[config.mk]
export PLATFORM = sky130hd
export DESIGN_NAME = fcmp_flag_unit
export DESIGN_NICKNAME = d
export VERILOG_FILES = /design/src/rtl/fcmp_pkg.sv /design/src/rtl/fcmp_rel_map.sv /design/src/rtl/fcmp_pop_ctrl.sv /design/src/rtl/fcmp_flag_unit.sv
export SDC_FILE = /design/constraint.sdc
export NUM_CORES = 1
export LEC_CHECK = 0
export ABC_CLOCK_PERIOD_IN_PS = 960
export BUFFER_PORTS_ARGS = -buffer_cell sky130_fd_sc_hd__buf_2
export CAP_MARGIN = 20
export CORE_AREA = 2 2 39 41
export CTS_CLUSTER_DIAMETER = 120
export DETAILED_ROUTE_END_ITERATION = 6
export DIE_AREA = 0 0 41 43
export REMOVE_ABC_BUFFERS = 1
export SETUP_SLACK_MARGIN = 0.4
export SLEW_MARGIN = 20
export SYNTH_ARGS = -nofsm -noshare
export SYNTH_HDL_FRONTEND = slang
export SYNTH_SLANG_ARGS = --single-unit
[constraint.sdc]
create_clock -name clk -period 0.96 [get_ports clk]
set_input_delay 0.096 -clock clk [delete_from_list [all_inputs] [get_ports clk]]
set_output_delay 0.096 -clock clk [all_outputs]
set_load 0.02 [all_outputs]
[src/rtl/fcmp_pkg.sv]
package fcmp_pkg;
    localparam int FLAG_W = 6;
    localparam int REL_W  = 3;

    localparam int CF_IDX = 0;
    localparam int PF_IDX = 1;
    localparam int AF_IDX = 2;
    localparam int ZF_IDX = 3;
    localparam int SF_IDX = 4;
    localparam int OF_IDX = 5;

    localparam logic [REL_W-1:0] REL_LESS    = 3'd0;
    localparam logic [REL_W-1:0] REL_EQUAL   = 3'd1;
    localparam logic [REL_W-1:0] REL_GREATER = 3'd2;
    localparam logic [REL_W-1:0] REL_UNORD   = 3'd3;

    localparam logic [FLAG_W-1:0] FLAGS_UNORD =
        FLAG_W'((1 << ZF_IDX) | (1 << PF_IDX) | (1 << CF_IDX));
    localparam logic [FLAG_W-1:0] FLAGS_LESS  = FLAG_W'(1 << CF_IDX);
    localparam logic [FLAG_W-1:0] FLAGS_EQUAL = FLAG_W'(1 << ZF_IDX);
    localparam logic [FLAG_W-1:0] FLAGS_ZERO_MASK =
        FLAG_W'((1 << OF_IDX) | (1 << SF_IDX) | (1 << AF_IDX));

    typedef struct packed {
        logic              done;
        logic              c1_clr;
        logic              unf;
        logic              pop;
        logic              err;
        logic [FLAG_W-1:0] flags;
    } cmp_state_t;
endpackage

[src/rtl/fcmp_rel_map.sv]
module fcmp_rel_map
    import fcmp_pkg::*;
(
    input  logic [REL_W-1:0]  rel,
    output logic [FLAG_W-1:0] rel_flags,
    output logic              rel_legal
);
    always_comb begin
        rel_legal = 1'b1;
        rel_flags = '0;
        case (rel)
            REL_LESS:    rel_flags = FLAGS_LESS;
            REL_EQUAL:   rel_flags = FLAGS_EQUAL;
            REL_GREATER: rel_flags = '0;
            REL_UNORD:   rel_flags = FLAGS_UNORD;
            default:     rel_legal = 1'b0;
        endcase
    end
endmodule

[src/rtl/fcmp_pop_ctrl.sv]
module fcmp_pop_ctrl (
    input  logic empty_any,
    input  logic inv_masked,
    input  logic exc_pending,
    input  logic pop_req,
    input  logic rel_legal,
    output logic pop_ok
);
    always_comb begin
        if (empty_any)
            pop_ok = pop_req & inv_masked;
        else if (!rel_legal)
            pop_ok = 1'b0;
        else
            pop_ok = pop_req & ~exc_pending;
    end
endmodule

[src/rtl/fcmp_flag_unit.sv]
module fcmp_flag_unit
    import fcmp_pkg::*;
(
    input  logic              clk,
    input  logic              rst_n,
    input  logic              start,
    input  logic              tag_empty_st0,
    input  logic              tag_empty_stj,
    input  logic [REL_W-1:0]  rel_code,
    input  logic              inv_masked,
    input  logic              exc_pending,
    input  logic              pop_req,
    output logic [FLAG_W-1:0] flags,
    output logic              done,
    output logic              c1_clear,
    output logic              underflow,
    output logic              pop,
    output logic              rel_error
);
    cmp_state_t        s_d, s_q;
    logic [FLAG_W-1:0] rel_flags;
    logic              rel_legal;
    logic              empty_any;
    logic              pop_ok;

    assign empty_any = tag_empty_st0 | tag_empty_stj;

    fcmp_rel_map u_map (
        .rel       (rel_code),
        .rel_flags (rel_flags),
        .rel_legal (rel_legal)
    );

    fcmp_pop_ctrl u_pop (
        .empty_any   (empty_any),
        .inv_masked  (inv_masked),
        .exc_pending (exc_pending),
        .pop_req     (pop_req),
        .rel_legal   (rel_legal),
        .pop_ok      (pop_ok)
    );

    always_comb begin
        s_d        = s_q;
        s_d.done   = 1'b0;
        s_d.c1_clr = 1'b0;
        s_d.unf    = 1'b0;
        s_d.pop    = 1'b0;
        s_d.err    = 1'b0;
        if (start) begin
            s_d.done   = 1'b1;
            s_d.c1_clr = 1'b1;
            s_d.pop    = pop_ok;
            if (empty_any) begin
                s_d.unf   = 1'b1;
                s_d.flags = FLAGS_UNORD;
            end else if (!rel_legal) begin
                s_d.err   = 1'b1;
            end else begin
                s_d.flags = rel_flags;
            end
        end
    end

    always_ff @(posedge clk or negedge rst_n) begin
        if (!rst_n)
            s_q <= '0;
        else
            s_q <= s_d;
    end

    assign flags     = s_q.flags;
    assign done      = s_q.done;
    assign c1_clear  = s_q.c1_clr;
    assign underflow = s_q.unf;
    assign pop       = s_q.pop;
    assign rel_error = s_q.err;

    assert_zero_flags_R5: assert property (@(posedge clk) disable iff (!rst_n)
        (flags & FLAGS_ZERO_MASK) == '0);

    assert_unf_flags_R6: assert property (@(posedge clk) disable iff (!rst_n)
        underflow |-> flags == FLAGS_UNORD);

    assert_err_hold_R10: assert property (@(posedge clk) disable iff (!rst_n)
        rel_error |-> $stable(flags));

    assert_err_no_pop_R10: assert property (@(posedge clk) disable iff (!rst_n)
        rel_error |-> !pop && !underflow);

    assert_start_done_R11: assert property (@(posedge clk) disable iff (!rst_n)
        start |=> done && c1_clear);

    assert_no_idle_strobe_R11: assert property (@(posedge clk) disable iff (!rst_n)
        !start |=> !done && !c1_clear && !pop && !underflow && !rel_error);

    assert_c1_each_R9: assert property (@(posedge clk) disable iff (!rst_n)
        done |-> c1_clear);
endmodule

==> Word-level counts from Yosys, hierarchy flattened <==
Cells that the tools add are included.
W data, S select, Z words.
{ "totals": {"ff_bits": 11, "elab_cells": 27} }
{ "classes": {"eq_ne": 3, "n_mux": 10, "n_bitwise": 4, "reduce_logical": 4} }
{ "op_table": {"columns": ["op", "count"], "rows": [
  ["$mux W6", 2],
  ["$pmux W4 S3", 1],
  ["$mux W11", 1],
  ["$eq A3 B2 Y1 const B", 2],
  ["$mux W1", 6],
  ["$reduce_or A4 Y1", 1],
  ["$eq A3 B1 Y1 const B", 1],
  ["$logic_not A3 Y1", 1],
  ["$and A1 B1 Y1", 2],
  ["$reduce_and A2 Y1", 1],
  ["$reduce_bool A2 Y1", 1],
  ["$not A1 Y1", 1],
  ["$or A1 B1 Y1", 1]
]} }

==> Longest topological paths before layout <==
Gate-level depths: netlist (run 1).
{ "depth": {"depth_word": 6, "mapped_depth": 3, "ltp_nobuf": 3} }

==> By module <==
From an unflattened synthesis (run 1), not the netlist that was laid out.
{ "hier_totals": {"cells_unflattened": 53, "hier_area_um2": 541.8} }
{ "modules_own_cells": {"columns": ["mod", "instances", "cells_each", "area_each_um2", "seq_area_each_um2"], "rows": [
  ["fcmp_flag_unit", 1, 42, 460.4, 250.2],
  ["fcmp_rel_map", 1, 9, 62.6, 0.0],
  ["fcmp_pop_ctrl", 1, 2, 18.8, 0.0]
]} }

==> Worst setup path before layout (run 1) <==
No wires, ideal clock.
{ "synth_path": {"kind": "flip-flop to flip-flop", "from": "reg, netlist name flags[0]", "to": "reg s_q, in the netlist flags[0]", "arrival_ps": 677, "t_required_ps": 831, "setup_slack_ps": 154, "stages_incl_launch_ff": 3, "n_path_buf": 0, "period_less_slack_ps": 806, "cell_sequence": "dfrtp_1 -> o22ai_1 -> a21oi_1"} }
{ "synth_lines": {"columns": ["item", "line", "rtl"], "rows": [
  ["end signal: assignment", "fcmp_flag_unit.sv:67", "s_q <= '0;"],
  ["end signal: assignment", "fcmp_flag_unit.sv:69", "s_q <= s_d;"],
  ["end: declaration", "fcmp_flag_unit.sv:20", "cmp_state_t s_d, s_q;"]
]} }

==> Worst setup path in the final report (run 1) <==
{ "layout_path": {"from": "reg s_q, in the netlist flags[3]", "to": "out flags[3]"} }
{ "layout_lines": {"columns": ["item", "line", "rtl"], "rows": [
  ["end: declaration", "fcmp_flag_unit.sv:13", "output logic [FLAG_W-1:0] flags,"]
]} }
No word-level cell between the ends.

==> results of run 1 <==
-- state kept, by name, summed over array words and instances, names as in the netlist --
name and cells:
flags 3, c1_clear 1, pop 1, rel_error 1
underflow 1
-- power by group --
group / internal (mW) / total [mW] / switching (mW)
clock: 0.159 / 0.268 / 0.110
sequential: 0.310 / 0.319 / 0.00861
combinational: 0.0754 / 0.158 / 0.0824
-- synthesized netlist by cell type, types with 2 or more instances --
cell type / instances / area share (%)
dfrtp_1: 7 / 54
o22ai_1: 2 / 3.9
buf_4: 4 / 9.3
nor2_1: 4 / 4.6
a21oi_1: 3 / 4.6
-- per-stage QoR --
| stage | utilization (%) | instance area, µm² | instances | setup slack [ps] | power [mW] |
|---|---|---|---|---|---|
| 6_report | 38.1 | 527 | 72 | 88.1 | 0.745 |
| 5_1_grt | 38.1 | 527 | 72 | 56.3 | 0.789 |
| 4_1_cts | 37.6 | 520 | 72 | 78.4 | 0.756 |
| 3_5_place_dp | 30.3 | 419 | 65 | 37.9 | 0.445 |
| 3_3_place_gp | 30.3 | 419 | 65 | 63.3 | 0.444 |
| 2_1_floorplan | - | 302 | 30 | 154 | 0.386 |
-- final cells by class --
class                   instances  area (µm²)  share of cell area [%]
flip-flops and latches          7         175                    33.3
repair buffers                 22         160                    30.4
inverters                       1        3.75                   0.713
clock buffers                   4        26.3                    4.99
multi-input cells              22         141                    26.8
well taps                      16        20.0                    3.80
-- cells in the final DEF, fill, tap and decap left out --
cell	n
buf_2	12
dfrtp_1	7
buf_6	6
nor2_1	4
a21oi_1	3
conb_1	3
clkbuf_4	3
buf_4	3
o22ai_2	2
nand2_1	1
or2_1	1
nor4_2	1
and3_1	1
inv_1	1
nand2b_1	1
and2_1	1
xnor2_1	1
a21boi_0	1
o32a_1	1
and2_2	1
clkbuf_1	1
dlygate4sd3_1	1
-- layer usage --
metal  up-vias  GRT usage [%]
met5         -              0
met4         0           2.00
met3         0           6.28
met2        17           14.4
met1       149           9.87
li1        148              -
-- worst min-delay path by stage --
stage / end / slack (ps) / cells after the start
6_report: c1_clear / 40 / 1
5_1_grt: c1_clear / 40 / 1
2_1_floorplan: c1_clear / -200 / 0
3_3_place_gp: c1_clear / -60 / 1
4_1_cts: c1_clear / 40 / 1
3_5_place_dp: c1_clear / -60 / 1
-- cells by family after synthesis --
| logic type | after synthesis | synth area share (%) |
|---|---|---|
| simple gates | 11 | 17.8 |
| other cells | 1 | 1.16 |
| flops | 7 | 54.1 |
| buf+inv | 5 | 10.4 |
| compound gates | 7 | 13.9 |
| xor+xnor | 1 | 2.70 |
-- repair_timing --
| action | CTS | global route |
|---|---|---|
| hold buffers | 1 | 0 |
| pin swaps | 2 | 0 |
| buffers inserted | 2 | 0 |
| endpoints found under the setup margin | 11 | 12 |
| hold endpoints to repair | 7 | 0 |
| resized for setup | 14 | 1 |
==> flow_metrics.env, run 1 <==
export IMPL_wl_met2_um=351
export IMPL_syn_area_um2=324
export IMPL_root_buffer="clkbuf_4"
export IMPL_dr_pass1_iters=4
export IMPL_fin_setup_tns_ps=0
export IMPL_wl_met3_um=54
export IMPL_required_ps=860
export IMPL_min_delay_start="start"
export IMPL_reg2regPathDepth=3
export IMPL_drive_gt1_share_pct=50.0
export IMPL_reg2reg_slack_ps=110
export IMPL_rsz0062_at_grt="true"
export IMPL_cp_num_cells=1
export IMPL_critPathKind="reg -> out"
export IMPL_hold_violations=0
export IMPL_io_pins=22
export IMPL_status="complete, no violations"
export IMPL_overflow=0
export IMPL_peakVddDrop_mv=0.694
export IMPL_dpl_hpwl_um=503
export IMPL_async_flop_share_pct=100
export IMPL_grt_max_degree=9
export IMPL_critPathLaunch="flags[3]"
export IMPL_gr_usage_all_layers_pct=9.20
export IMPL_crit_path_max_fanout=2
export IMPL_synth_seq_cells=7
export IMPL_end_kind="output port"
export IMPL_ys_warn_count=0
export IMPL_cp_arrival_ps=780
export IMPL_dr_total_vias=314
export IMPL_wl_met1_um=297
export IMPL_drt_wl_total_um=703
export IMPL_powerDensity_mw_per_mm2=1410
export IMPL_cp_top_family="flip-flops"
export IMPL_path_cells="buf_6"
export IMPL_rows=14
export IMPL_drtIter0Drc=5
export IMPL_dieArea_mm2=0.00176
export IMPL_ys_flop_type="dfrtp_1"
export IMPL_p_leak_nw=0.252
export IMPL_h_tree_depth=1
export IMPL_endpoint="flags[3]"
export IMPL_min_period_over_period_pct=90.8
export IMPL_cts_made_buffers=3
export IMPL_die_h_um=43
export IMPL_place_gp_congestion=0.734
export IMPL_cp_start_kind="flop"
export IMPL_max_freq_ghz=1.15
export IMPL_slew_violations=0
export IMPL_start_util_pct=23.4
export IMPL_placeableCoreArea_mm2=0.00138
export IMPL_antenna_found_initial=0
export IMPL_grt_pass1_wl_um=1090
export IMPL_cts_tree="done"
export IMPL_clock_latency_ps=250
export IMPL_first_global_vias=292
export IMPL_syn2layout_area_growth_pct=62.5
export IMPL_drtAntennaViolNets=0
export IMPL_clockBufferDepth=2
export IMPL_cts_sinks=7
export IMPL_drc_errors=0
export IMPL_hp_class="in -> reg"
export IMPL_routedWlPerCell_um=9.76
export IMPL_via_per_inst=4.36
export IMPL_synthCells=32
export IMPL_avgSynthCellArea_um2=10.1
export IMPL_hold_slack_ps=42.3
export IMPL_routed_top_layer="met3"
export IMPL_r2r_start="flags[1]"
export IMPL_cp_slowest_cell="dfrtp_1"
export IMPL_synth_edff_count=0
export IMPL_finalSetupViolations=0
export IMPL_post_route_min_period_ps=872
export IMPL_fin_skew_ps=0
export IMPL_ys_seq_area_share_pct=54.1
export IMPL_insertedDiodeCount=0
export IMPL_maxCapViolCount=0
export IMPL_crit_buf_inv=1
export IMPL_die_w_um=41
export IMPL_critPathMaxStageDelay_ps=390
export IMPL_fill_cells=147
export IMPL_numPortBuffers=18
export IMPL_reg2reg_to="flags[1]"
export IMPL_clkTransAtPathRegs_ps=50
export IMPL_layout_nets=68
export IMPL_synth_cell_types=17
Power figures use the tool's default switching activity.
==> run 2, diff against run 1 <==
PLACE_DENSITY = 0.69   (was not set)
SYNTH_HIERARCHICAL = 1   (was not set)
==> run 2 against run 1 <==
  * The flow now finishes with violations (setup timing)
  * Routed wire length is 100% higher
  * Cell area is 91% higher
  * Highest routed layer is now met4
  * Sequential cell count is 3 higher
  * Power is 45% higher
  * Die area stayed put
  * Register-to-register slack worse by 160 ps
==> flow_metrics.env, run 2 <==
export IMPL_cts_tree="done"
export IMPL_required_ps=1140
export IMPL_combPwrFrac_pct=30.4
export IMPL_seq_power_share_pct=43.0
export IMPL_ys_seq_area_share_pct=46.2
export IMPL_maxCapViolCount=0
export IMPL_gr_usage_all_layers_pct=20.2
export IMPL_fin_util_pct=72.8
export IMPL_synth_most_common_cell="dfrtp_1"
export IMPL_drc_errors=0
export IMPL_critPathLaunch="flags[5]"
export IMPL_layout_common_cells="17 x buf_4, 16 x buf_6, 10 x dfrtp_1, 9 x buf_2, 4 x nor2_1"
export IMPL_drtIter0Drc=10
export IMPL_reg2reg_slack_ps=-50
export IMPL_end_kind="flop"
export IMPL_cp_start_kind="flop"
export IMPL_power_switching_mw=0.310
export IMPL_antenna_found_initial=0
export IMPL_drtAntennaViolNets=0
export IMPL_synth_cell_types=19
export IMPL_reg2regPathDepth=2
export IMPL_fin_setup_tns_ps=-153
export IMPL_ys_warn_count=6
export IMPL_root_buffer="clkbuf_4"
export IMPL_ys_top_cells_by_count="10 x dfrtp_1, 5 x nor2_1, 4 x buf_4"
export IMPL_post_route_min_period_ps=1010
export IMPL_synth_seq_cells=10
export IMPL_critPathKind="reg -> reg"
export IMPL_hold_violations=0
export IMPL_setup_ws_ps=-46.1
export IMPL_largest_reg_flops=6
export IMPL_synth_top_area_share_pct=46.2
export IMPL_syn2layout_area_growth_pct=85.9
export IMPL_dpl_hpwl_um=893
export IMPL_synth_edff_count=0
export IMPL_dieArea_mm2=0.00176
export IMPL_clkTransAtPathRegs_ps=70
export IMPL_ys_flop_type="dfrtp_1"
export IMPL_cts_sinks=10
export IMPL_placeableCoreArea_mm2=0.00138
export IMPL_layout_nets=109
export IMPL_hp_class="in -> reg"
export IMPL_status="complete, but fails checks"
export IMPL_p_leak_nw=0.460
export IMPL_r2r_start="flags[5]"
export IMPL_crit_path_max_fanout=3
export IMPL_powerDensity_mw_per_mm2=1070
export IMPL_min_period_over_period_pct=105
export IMPL_syn_area_um2=542
export IMPL_grt_pass1_wl_um=2370
export IMPL_peakVddDrop_mv=0.851
export IMPL_synth_largest_area_cell="dfrtp_1"
export IMPL_drt_wl_total_um=1440
export IMPL_yosys_top_cells_area="dfrtp_1 46%, or4b_1 5.5%, buf_4 5.5%, and3b_1 4.8%, a211oi_1 4.2%"
export IMPL_clockBufferDepth=2
export IMPL_netSwitchingFraction_pct=28.7
export IMPL_max_freq_ghz=0.994
export IMPL_avgSynthCellArea_um2=10.2
export IMPL_min_delay_start="start"
export IMPL_first_global_vias=553
export IMPL_clockPowerShare_pct=26.5
export IMPL_dr_pass1_iters=3
export IMPL_cts_made_buffers=3
export IMPL_dr_total_vias=556
export IMPL_place_gp_congestion=0.748
export IMPL_start_util_pct=39.2
export IMPL_p_int_mw=0.770
export IMPL_die_w_um=41
export IMPL_finalSetupViolations=4
export IMPL_hold_depth=1
export IMPL_holdPathEnd="c1_clear"
export IMPL_reg2reg_to="flags[5]"
export IMPL_h_tree_depth=1
export IMPL_clock_latency_ps=260
export IMPL_routedWlPerCell_um=12.8
export IMPL_die_h_um=43
export IMPL_rsz0062_at_grt="true"
export IMPL_overflow=0
export IMPL_rows=14
export IMPL_cp_arrival_ps=1190
export IMPL_slew_violations=0
export IMPL_drive_gt1_share_pct=58.3
export IMPL_insertedDiodeCount=0
export IMPL_async_flop_share_pct=100
export IMPL_fin_skew_ps=0
export IMPL_io_pins=22
export IMPL_grt_max_degree=17
export IMPL_violations="setup timing"
export IMPL_numPortBuffers=21
export IMPL_via_per_inst=4.96
export IMPL_final_common_cell="buf_4"
export IMPL_synthCells=53
-- run 2: cell count changes after synthesis, moves of 3 or more --
cell      delta
and3b_1      +3
o211ai_1     +3
a211oi_1     +3
nand3_1      +3
or4b_1       +3
a21oi_1      -3
dfrtp_1      +3
-- run 2: layer usage --
metal	global-route usage, %	up-vias	wire [µm]
li1	-	270	-
met1	25.2	270	569
met2	31.6	14	806
met3	2.09	2	49
met4	12.0	0	13
met5	0	-	0
-- run 2: repair_timing --
action | in CTS | in global routing
setup endpoints to repair | 20 | 20
endpoints found under the hold margin | 10 | 0
gates resized for setup | 36 | 7
pin swaps | 1 | 1
hold buffers | 1 | 0
buffers inserted | 7 | 5
-- run 2: cells by family (layout without fill, tap and decap cells) --
group	Yosys count	in the layout	share of synthesized area (%)
flip-flops	10	10	46.2
XOR/XNOR	1	1	1.62
buffers and inverters	8	49	8.78
other	1	3	0.692
AO/OA/AOI/OAI	7	7	9.93
AND/OR/NAND/NOR	26	26	32.8
-- run 2: layout make-up --
| type | instances | area [µm²] |
|---|---|---|
| clock buffer | 3 | 22.5 |
| fill | 98 | 377 |
| inverter | 2 | 11.3 |
| multi-input combinational | 37 | 325 |
| sequential | 10 | 250 |
| tap | 16 | 20.0 |
| timing repair buffer | 44 | 378 |
-- run 2: power by group through the flow --
stage	registers [mW]	clock network (mW)	logic (mW)
finish	0.465	0.287	0.329
global route	0.467	0.313	0.353
CTS	0.464	0.298	0.295
detailed placement	0.468	0	0.201
global placement	0.467	0	0.197
floorplan	0.501	0	0.0552
-- run 2: worst max path at each step --
| stage | to | slack, ps | cells past startpoint |
|---|---|---|---|
| 6_report | flags[5] | -50 | 2 |
| 4_1_cts | flags[2] | -50 | 2 |
| 2_1_floorplan | flags[2] | -90 | 2 |
| 3_3_place_gp | flags[4] | -100 | 4 |
| 3_5_place_dp | flags[2] | -150 | 4 |
| 5_1_grt | flags[4] | -100 | 2 |
-- run 2: metrics by stage --
stage	hold slack, ps	power (mW)	instance area, µm²	setup slack, ps	instances
after floorplan	-200	0.556	509	-89.4	49
after global placement	-32.5	0.664	709	-98.0	96
after CTS	69.9	1.06	935	-46.5	107
final	86.0	1.08	1010	-46.1	112
after detailed placement	-25.0	0.669	709	-151	96
after global routing	83.6	1.13	1010	-98.8	112
-- run 2: critical path, stage by stage (launching register included) --
cell and delay, ps:
dfrtp_1 390, or4b_1 450, o211ai_1 90
